--- config.mk ---
export PLATFORM = sky130hd
export DESIGN_NAME = sdram_burst_seq
export DESIGN_NICKNAME = d
export VERILOG_FILES = /design/src/rtl/bseq_pkg.sv /design/src/rtl/bseq_mode.sv /design/src/rtl/bseq_addr.sv /design/src/rtl/bseq_pipe.sv /design/src/rtl/sdram_burst_seq.sv
export SDC_FILE = /design/constraint.sdc
export NUM_CORES = 1
export LEC_CHECK = 0
export BUFFER_PORTS_ARGS = -buffer_cell sky130_fd_sc_hd__buf_4
export CORE_MARGIN = 8
export CORE_UTILIZATION = 46
export CTS_CLUSTER_SIZE = 40
export DETAILED_ROUTE_END_ITERATION = 8
export GPL_ROUTABILITY_DRIVEN = 0
export GPL_TIMING_DRIVEN = 0
export PLACE_DENSITY = 0.68
export SLEW_MARGIN = 5
export SYNTH_ARGS = -nofsm -noshare
export SYNTH_HDL_FRONTEND = slang
export SYNTH_SLANG_ARGS = --single-unit
--- constraint.sdc ---
create_clock -name clk -period 3 [get_ports clk]
set_clock_uncertainty 0.1 [all_clocks]
set_input_delay 0.6 -clock clk [delete_from_list [all_inputs] [get_ports clk]]
set_output_delay 0.6 -clock clk [all_outputs]
set_load 0.02 [all_outputs]
--- src/rtl/bseq_pkg.sv ---
package bseq_pkg;

  typedef enum logic {
    ORD_LINEAR = 1'b0,
    ORD_XOR    = 1'b1
  } order_e;

  typedef struct packed {
    logic [1:0] len_log;
    logic       full_row;
    order_e     order;
    logic       lat3;
  } burst_cfg_t;

  localparam burst_cfg_t CFG_RESET = '{
    len_log:  2'd0,
    full_row: 1'b0,
    order:    ORD_LINEAR,
    lat3:     1'b0
  };

  localparam logic [2:0] LEN_FULL_CODE = 3'b111;
  localparam logic [2:0] LAT2_CODE     = 3'b010;
  localparam logic [2:0] LAT3_CODE     = 3'b011;

endpackage

--- src/rtl/bseq_mode.sv ---
module bseq_mode
  import bseq_pkg::*;
#(
  parameter int OP_W = 12
) (
  input  logic            clk,
  input  logic            rst,
  input  logic            ld,
  input  logic [OP_W-1:0] op,
  output burst_cfg_t      cfg,
  output logic            err
);

  localparam int HI_W = OP_W - 7;

  burst_cfg_t dec;
  logic       bad;

  always_comb begin
    dec = cfg;
    bad = 1'b0;
    dec.order = order_e'(op[3]);
    unique case (op[2:0])
      3'b000, 3'b001, 3'b010, 3'b011: begin
        dec.len_log  = op[1:0];
        dec.full_row = 1'b0;
      end
      LEN_FULL_CODE: begin
        dec.len_log  = 2'd0;
        dec.full_row = 1'b1;
      end
      default: bad = 1'b1;
    endcase
    if (dec.full_row && (dec.order == ORD_XOR)) bad = 1'b1;
    unique case (op[6:4])
      LAT2_CODE: dec.lat3 = 1'b0;
      LAT3_CODE: dec.lat3 = 1'b1;
      default:   bad = 1'b1;
    endcase
    if (op[OP_W-1:7] != {HI_W{1'b0}}) bad = 1'b1;
  end

  always_ff @(posedge clk) begin
    if (rst) begin
      cfg <= CFG_RESET;
      err <= 1'b0;
    end else if (ld) begin
      if (bad) begin
        err <= 1'b1;
      end else begin
        cfg <= dec;
        err <= 1'b0;
      end
    end
  end

endmodule

--- src/rtl/bseq_addr.sv ---
module bseq_addr
  import bseq_pkg::*;
#(
  parameter int COL_W = 10
) (
  input  logic             clk,
  input  logic             rst,
  input  logic [1:0]       len_log,
  input  logic             full_row,
  input  order_e           order,
  input  logic             start,
  input  logic [COL_W-1:0] start_col,
  input  logic             start_rd,
  input  logic             stop,
  output logic [COL_W-1:0] col,
  output logic             busy,
  output logic             is_rd
);

  logic [COL_W-1:0] base_q;
  logic [COL_W-1:0] beat_q;
  logic [1:0]       len_q;
  logic             full_q;
  order_e           ord_q;

  logic [COL_W-1:0] lmask;
  logic [COL_W-1:0] beat_nxt;
  logic [COL_W-1:0] col_step;
  logic             last;

  always_comb begin
    lmask    = full_q ? {COL_W{1'b1}} : ~({COL_W{1'b1}} << len_q);
    beat_nxt = beat_q + 1'b1;
    last     = !full_q && (beat_q == lmask);
    if (ord_q == ORD_XOR)
      col_step = base_q ^ (beat_nxt & lmask);
    else
      col_step = (base_q & ~lmask) | ((base_q + beat_nxt) & lmask);
  end

  always_ff @(posedge clk) begin
    if (rst) begin
      base_q <= '0;
      beat_q <= '0;
      len_q  <= '0;
      full_q <= 1'b0;
      ord_q  <= ORD_LINEAR;
      col    <= '0;
      busy   <= 1'b0;
      is_rd  <= 1'b0;
    end else if (start) begin
      base_q <= start_col;
      beat_q <= '0;
      len_q  <= len_log;
      full_q <= full_row;
      ord_q  <= order;
      col    <= start_col;
      busy   <= 1'b1;
      is_rd  <= start_rd;
    end else if (busy) begin
      if (stop || last) begin
        busy <= 1'b0;
      end else begin
        beat_q <= beat_nxt;
        col    <= col_step;
      end
    end
  end

endmodule

--- src/rtl/bseq_pipe.sv ---
module bseq_pipe #(
  parameter int COL_W    = 10,
  parameter int CL_MAX   = 3,
  parameter int MASK_LAT = 2
) (
  input  logic             clk,
  input  logic             rst,
  input  logic             lat3,
  input  logic             busy,
  input  logic             is_rd,
  input  logic [COL_W-1:0] col,
  input  logic             rd_mask,
  output logic             rd_valid,
  output logic             dq_oe,
  output logic             wr_en,
  output logic [COL_W-1:0] wr_col
);

  localparam int TAPS  = CL_MAX - 1;
  localparam int SEL_W = (TAPS > 1) ? $clog2(TAPS) : 1;
  localparam int MD    = MASK_LAT - 1;

  logic [TAPS-2:0] dly;
  logic [TAPS-1:0] tap;
  logic [MD-1:0]   mdly;
  logic [SEL_W-1:0] sel;
  logic            rd_beat;

  assign rd_beat = busy & is_rd;
  assign tap     = {dly, rd_beat};
  assign sel     = lat3 ? SEL_W'(1) : SEL_W'(0);

  always_ff @(posedge clk) begin
    if (rst) begin
      dly  <= '0;
      mdly <= '0;
    end else begin
      for (int i = TAPS - 2; i > 0; i--) dly[i] <= dly[i-1];
      dly[0] <= rd_beat;
      for (int i = MD - 1; i > 0; i--) mdly[i] <= mdly[i-1];
      mdly[0] <= rd_mask;
    end
  end

  always_ff @(posedge clk) begin
    if (rst) begin
      rd_valid <= 1'b0;
      dq_oe    <= 1'b0;
      wr_en    <= 1'b0;
      wr_col   <= '0;
    end else begin
      rd_valid <= tap[sel];
      dq_oe    <= tap[sel] & ~mdly[MD-1];
      wr_en    <= busy & ~is_rd & ~rd_mask;
      wr_col   <= col;
    end
  end

endmodule

--- src/rtl/sdram_burst_seq.sv ---
module sdram_burst_seq
  import bseq_pkg::*;
#(
  parameter int COL_W    = 10,
  parameter int OP_W     = 12,
  parameter int CL_MAX   = 3,
  parameter int MASK_LAT = 2
) (
  input  logic             clk,
  input  logic             rst,
  input  logic             mode_ld,
  input  logic [OP_W-1:0]  mode_op,
  input  logic             start,
  input  logic [COL_W-1:0] start_col,
  input  logic             start_rd,
  input  logic             stop,
  input  logic             rd_mask,
  output logic [COL_W-1:0] col,
  output logic             busy,
  output logic             rd_valid,
  output logic             dq_oe,
  output logic             wr_en,
  output logic [COL_W-1:0] wr_col,
  output logic             mode_err
);

  burst_cfg_t cfg;
  logic       is_rd;

  bseq_mode #(.OP_W(OP_W)) i_mode (
    .clk (clk),
    .rst (rst),
    .ld  (mode_ld),
    .op  (mode_op),
    .cfg (cfg),
    .err (mode_err)
  );

  bseq_addr #(.COL_W(COL_W)) i_addr (
    .clk       (clk),
    .rst       (rst),
    .len_log   (cfg.len_log),
    .full_row  (cfg.full_row),
    .order     (cfg.order),
    .start     (start),
    .start_col (start_col),
    .start_rd  (start_rd),
    .stop      (stop),
    .col       (col),
    .busy      (busy),
    .is_rd     (is_rd)
  );

  bseq_pipe #(
    .COL_W    (COL_W),
    .CL_MAX   (CL_MAX),
    .MASK_LAT (MASK_LAT)
  ) i_pipe (
    .clk      (clk),
    .rst      (rst),
    .lat3     (cfg.lat3),
    .busy     (busy),
    .is_rd    (is_rd),
    .col      (col),
    .rd_mask  (rd_mask),
    .rd_valid (rd_valid),
    .dq_oe    (dq_oe),
    .wr_en    (wr_en),
    .wr_col   (wr_col)
  );

endmodule

# Word level (Yosys, flattened, before mapping)
# Index checks and enable logic that the tools add are counted.
[totals]
ff_bits = 57
inputBits = 29
output_inout_bits = 25
elab_cells = 83
[op_classes]
addsub = 2
magnitude_cmp = 1
eq_ne = 8
n_shift = 1
mux = 18
n_bitwise = 16
reduce_logical = 18
[ops]
columns = ["cell", "count"]
rows = [
  ["$mux 10", 5],
  ["$and 10x10->10", 3],
  ["$not 10->10", 2],
  ["$eq 3x2->1 const B", 4],
  ["$mux 1", 11],
  ["$add 10x1->10 const B", 1],
  ["$add 10x10->10", 1],
  ["$eq 10x10->1", 1],
  ["$or 10x10->10", 1],
  ["$shl 10x2->10 const A", 1],
  ["$xor 10x10->10", 1],
  ["$pmux 3 s2", 1],
  ["$reduce_and 2->1", 3],
  ["$reduce_and 3->1", 2],
  ["$reduce_bool 2->1", 3],
  ["$not 1->1", 5],
  ["$reduce_bool 5->1", 1],
  ["$reduce_or 5->1", 1],
  ["$and 1x1->1", 4],
  ["$reduce_or 2->1", 2],
  ["$reduce_or 4->1", 1],
  ["$eq 3x1->1 const B", 1],
  ["$eq 3x3->1 const B", 1],
  ["$logic_not 3->1", 1],
  ["6 further kinds", 7],
]

# Logic depth before layout (Yosys ltp)
[depth]
ltp_word = 10
depth_mapped = 12
ltp_nobuf = 11

# Modules after synthesis
# From an unflattened synthesis, not the netlist that was laid out.
[unflattened]
cells_unflattened = 349
hier_area_um2 = 3103.0
[modules_own_cells]
columns = ["module", "instances", "cells_each", "area_each_um2"]
rows = [
  ["bseq_addr", 1, 285, 2383.5],
  ["bseq_pipe", 1, 33, 435.4],
  ["bseq_mode", 1, 31, 284.0],
]

# Worst setup path after synthesis
# Ideal clock, no wire load.
[synth_path]
kind = "register to register"
start = "register i_addr.full_q"
end = "register i_addr.col[5]"
arrival_time_ns = 2.481
required_ns = 2.783
slack_ns = 0.302
stages_incl_launch_ff = 10
period_less_slack_ns = 2.698
cell_sequence = "dfxtp_1 > clkbuf_1 > or3_1 > ha_1 > or4b_1 > nor3_2 > a41oi_2 > buf_6 > a311o_1 > a32o_1"
[synth_between]
elab_chain_len = 8
word_cells_on_any_way = 17
classes_between = "eq/ne: 2; mux: 5; bitwise: 6; reduce/logical: 4"
[synth_rtl]
columns = ["element", "line_no", "text"]
rows = [
  ["from (decl)", "bseq_addr.sv:23", "logic full_q;"],
  ["from (signal assigned)", "bseq_addr.sv:55", "full_q <= full_row;"],
  ["$mux 10", "bseq_addr.sv:32", "lmask = full_q ? {COL_W{1'b1}} : ~({COL_W{1'b1}} << len_q);"],
  ["$not 10->10", "bseq_addr.sv:38", "col_step = (base_q & ~lmask) | ((base_q + beat_nxt) & lmask);"],
  ["$and 10x10->10", "bseq_addr.sv:38", ""],
  ["$or 10x10->10", "bseq_addr.sv:38", ""],
  ["$mux 10", "bseq_addr.sv:35", "if (ord_q == ORD_XOR)"],
  ["$mux 10", "bseq_addr.sv:61", "if (stop || last) begin"],
  ["$mux 10", "bseq_addr.sv:60", "end else if (busy) begin"],
  ["$mux 10", "bseq_addr.sv:51", "end else if (start) begin"],
  ["to (signal assigned)", "bseq_addr.sv:57", "col <= start_col;"],
  ["to (signal assigned)", "bseq_addr.sv:65", "col <= col_step;"],
  ["to (decl)", "bseq_addr.sv:15", "output logic [COL_W-1:0] col,"],
]
# Parallel ways exist; a longest one is shown, timed or not. The select of a mux whose other input is x is not followed.
# A chain may end at the register's enable or synchronous reset.

# Worst setup path after layout
[layout_path]
start = "register i_addr.len_q[1]"
end = "register i_addr.col[3]"
[layout_between]
elab_chain_len = 10
word_cells_on_any_way = 18
classes_between = "eq/ne: 2; shift: 1; mux: 5; bitwise: 7; reduce/logical: 3"
[layout_rtl]
columns = ["element", "line_no", "text"]
rows = [
  ["from (decl)", "bseq_addr.sv:22", "logic [1:0] len_q;"],
  ["from (signal assigned)", "bseq_addr.sv:54", "len_q <= len_log;"],
  ["$shl 10x2->10 (*)", "bseq_addr.sv:32", ""],
  ["$not 10->10 (*)", "bseq_addr.sv:32", ""],
  ["$mux 10 (*)", "bseq_addr.sv:32", ""],
  ["$not 10->10", "bseq_addr.sv:38", ""],
  ["$and 10x10->10", "bseq_addr.sv:38", ""],
  ["$or 10x10->10", "bseq_addr.sv:38", ""],
  ["$mux 10", "bseq_addr.sv:35", ""],
  ["$mux 10", "bseq_addr.sv:61", ""],
  ["$mux 10", "bseq_addr.sv:60", ""],
  ["$mux 10", "bseq_addr.sv:51", ""],
]
# Every way passes the cells marked *; elsewhere a longest branch is shown, timed or not. The select of a mux whose other input is x is not followed.

==> key figures <==
Status
  • Outcome: finished, final reports clean

Hold path
  • HP Start: i_pipe.mdly
  • Hold Path Class: reg2reg

Detailed routing
  • Drt total wl: 7900 um
  • ANT nets after route: 0
  • Wirelength per Cell: 16.4 um
  • Initial DRC count: 109
  • Via density: 5.51
  • Via count: 2659
  • First drt pass iteration count: 4
  • Drt drc: 0

Floorplan
  • Core area: 6280 um^2
  • Die Y: 96.0 um
  • Die area: 9210 um^2
  • DIE WIDTH: 96.0 um
  • Row cnt: 29
  • # IOs: 54
  • Initial core utilization: 46.8%

Timing
  • Smallest hold slack: 0.291 ns
  • Final Hold Viols: 0
  • Slew HR: 54.3%
  • Final setup violation count: 0
  • Pin slew with the least headroom to its limit: 0.686 ns
  • Fmax: 340 MHz
  • Final worst-path cycle share: 98.0%
  • Setup TNS: 0 ns
  • Period minus WS final: 2.94 ns
  • Slew Viols, Final: 0

Power and ir drop
  • Reg power frac: 48.0%
  • Pwr/cell area: 454 nW/um^2
  • Peak supply drop: 0.335 mV
  • Total power: 1.67 mW
  • Sw Share: 25.5%
  • Leak pwr: 1.55 nW
  • Clock share of power: 41.8%
  • Logic gate share of total power: 10.2%
  • Sw Pwr: 0.424 mW
  • Pint: 1.24 mW

Critical path
  • CP Data Required Time: 3.13 ns
  • R2r worst-path depth: 8
  • Reg2reg end: i_addr.col[3]
  • Crit. End Element: register
  • WS Path Type: reg2reg
  • CP max FO: 10
  • Startpoint types: register
  • Crit path from: i_addr.len_q[1]
  • CP endpoint: i_addr.col[3]
  • Flop2flop setup slack: 0.06 ns
  • Data arrival time of the worst path: 3.07 ns
  • Reg-to-reg critical path startpoint: i_addr.len_q[1]

Cells and area
  • Antenna cells: 0
  • Final cell count without fillers: 483
  • Design area: 3670 um^2
  • Final #Nets: 442
  • Ratio of cells with drive above 1 in the final layout: 21.7%
  • P&R area growth vs syn: 24.9%

Global route
  • Grt ovf: 0
  • Largest net degree at the start of global routing: 13
  • Vias in the first global route: 2574
  • Initial antenna violation count: 0
  • Tot GR Track Use: 17.8%
  • First-pass GRT wire length: 12600 um

Placement
  • IO Port Bufs: 53
  • Cell Area, Placed: 3430 um^2
  • Placed insts: 468
  • Detail Placement HPWL: 5930 um

Logic synthesis
  • Mapped Nets: 379
  • Synth async-reset ratio: 0%
  • Number of distinct library cells after synthesis: 51
  • Synthesized cell area: 2940 um^2
  • Synth Warn #: 0
  • Post-synth top flop: dfxtp_1
  • Syn Inst Count: 338
  • Post-synth EDFFs: 0
  • Seq/Total Area, Yosys: 38.8%
  • Avg Inst Size Synth: 8.70 um^2
  • Synth Register Bits: 57

CTS
  • TritonCTS Buffers: 9
  • H-tree depth: 3
  • Clk pin slew, worst setup/hold paths: 0.07 ns
  • CTS tree: done
  • Clk Latency, worst-skew pair: 0.34 ns
  • CTS Buffer Depth: 2
  • Num Clock Sinks: 57
  • CTS root buffer: clkbuf_8

Flow run
  • Max-cap violations: 0
## kinds of logic (layout without fill, tap and decap cells)
logic type               count (synthesis)  after routing  synth area share [%]
AND/OR/NAND/NOR                        131            131                  22.5
AO/OA/AOI/OAI                           69             69                  15.8
flip-flops                              57             57                  38.8
XOR/XNOR                                28             28                  8.34
buffers and inverters                   25             93                  3.62
multiplexers                            16             16                  5.53
adder cells (fa/ha/maj)                 12             12                  5.36
## power groups by stage
stage / registers, mW / logic [mW] / clock network [mW]
after CTS: 0.801 / 0.171 / 0.705
after detailed placement: 0.818 / 0.170 / 0
final: 0.800 / 0.170 / 0.696
after global routing: 0.803 / 0.185 / 0.745
after global placement: 0.818 / 0.168 / 0
after floorplan: 0.831 / 0.0752 / 0
## metrics by stage
step	setup WS, ns	utilization [%]
final	0.0612	58.5
after floorplan	0.302	-
after detailed placement	-0.110	54.7
after CTS	0.0537	57.9
after global placement	-0.0937	54.7
after global routing	-0.0220	58.5
## layout make-up
| type | instances | area, um^2 |
|---|---|---|
| fill | 591 | 2610 |
| multi-input combinational | 256 | 1740 |
| sequential | 57 | 1140 |
| timing repair buffer | 55 | 413 |
| clock buffer | 10 | 128 |
| tap | 77 | 96.3 |
| buffer | 16 | 73.8 |
| clock inverter | 6 | 58.8 |
| inverter | 6 | 22.5 |
## repair_timing
action	CTS	global route
resized for setup	2	9
setup buffers	2	0
endpoints found under the setup margin	14	14
pin swaps	1	2
hold buffers	0	0
## layout by cell type (no fill, tap or decap), drive strengths merged, types with 3 or more instances in the layout
master | synthesis | routed
nand2 | 25 | 25
a41oi | 3 | 3
xor2 | 14 | 14
clkinv | 0 | 5
inv | 6 | 6
a21oi | 17 | 17
o22ai | 4 | 4
ha | 11 | 11
nand3b | 4 | 4
o21ai | 12 | 12
nor2 | 41 | 41
clkbuf | 12 | 20
mux2i | 14 | 14
a22oi | 7 | 7
nor3 | 10 | 10
o21a | 4 | 4
a21o | 7 | 7
buf | 7 | 61
xnor2 | 14 | 14
or3 | 3 | 3
nor2b | 12 | 12
dfxtp | 57 | 57
nand4 | 5 | 5
nand3 | 10 | 10
nand2b | 8 | 8
## how the worst min path moves through the flow
stage | endpoint | slack [ns] | depth (start not counted)
after floorplan | i_pipe.dq_oe | 0.27 | 1
after global placement | i_pipe.dq_oe | 0.28 | 1
after detailed placement | i_pipe.dq_oe | 0.29 | 1
after CTS | i_pipe.dq_oe | 0.30 | 1
after global routing | i_pipe.dq_oe | 0.30 | 1
final | i_pipe.dq_oe | 0.29 | 1
## worst max-delay path: stages (launching register included)
cell and delay [ns]:
dfxtp_2 0.37, or3_4 0.41, ha_1 0.29, or4b_1 0.45, nor3_2 0.25, a41oi_2 0.19
buf_6 0.20, and2b_1 0.26, a211o_1 0.28
## state kept, by name, summed over array words and instances (netlist names)
name             flops
i_addr.base_q       10
i_mode.err           1
i_addr.col          10
i_addr.beat_q       10
i_pipe.wr_en         1
i_addr.ord_q         1
i_addr.is_rd         1
i_pipe.dly           1
i_mode.cfg           5
i_addr.busy          1
i_pipe.rd_valid      1
i_addr.full_q        1
i_addr.len_q         2
i_pipe.wr_col       10
i_pipe.dq_oe         1
i_pipe.mdly          1
## Yosys cell counts (6+ instances only)
master	count	share of area [%]
nor3_1	9	1.5
a21oi_1	17	2.9
nand2b_1	8	1.7
a21o_1	7	1.8
inv_1	6	0.77
o21ai_0	12	2.0
dfxtp_1	57	39
xor2_1	14	4.2
nor2b_1	12	2.6
mux2i_1	14	4.8
nand3_1	10	1.7
xnor2_1	14	4.2
nor2_1	41	5.2
a22oi_1	7	1.8
ha_1	11	4.7
nand2_1	25	3.2
clkbuf_1	11	1.4
## metal layers
layer  vias up  wire, um  track usage (%)
met5         -         0                0
met2        54      3790             29.2
met1      1275      3640             21.6
met3        10       398             6.24
met4         0        81             4.99
li1       1320         -                -
No activity file was read; power rests on OpenSTA's default activity.
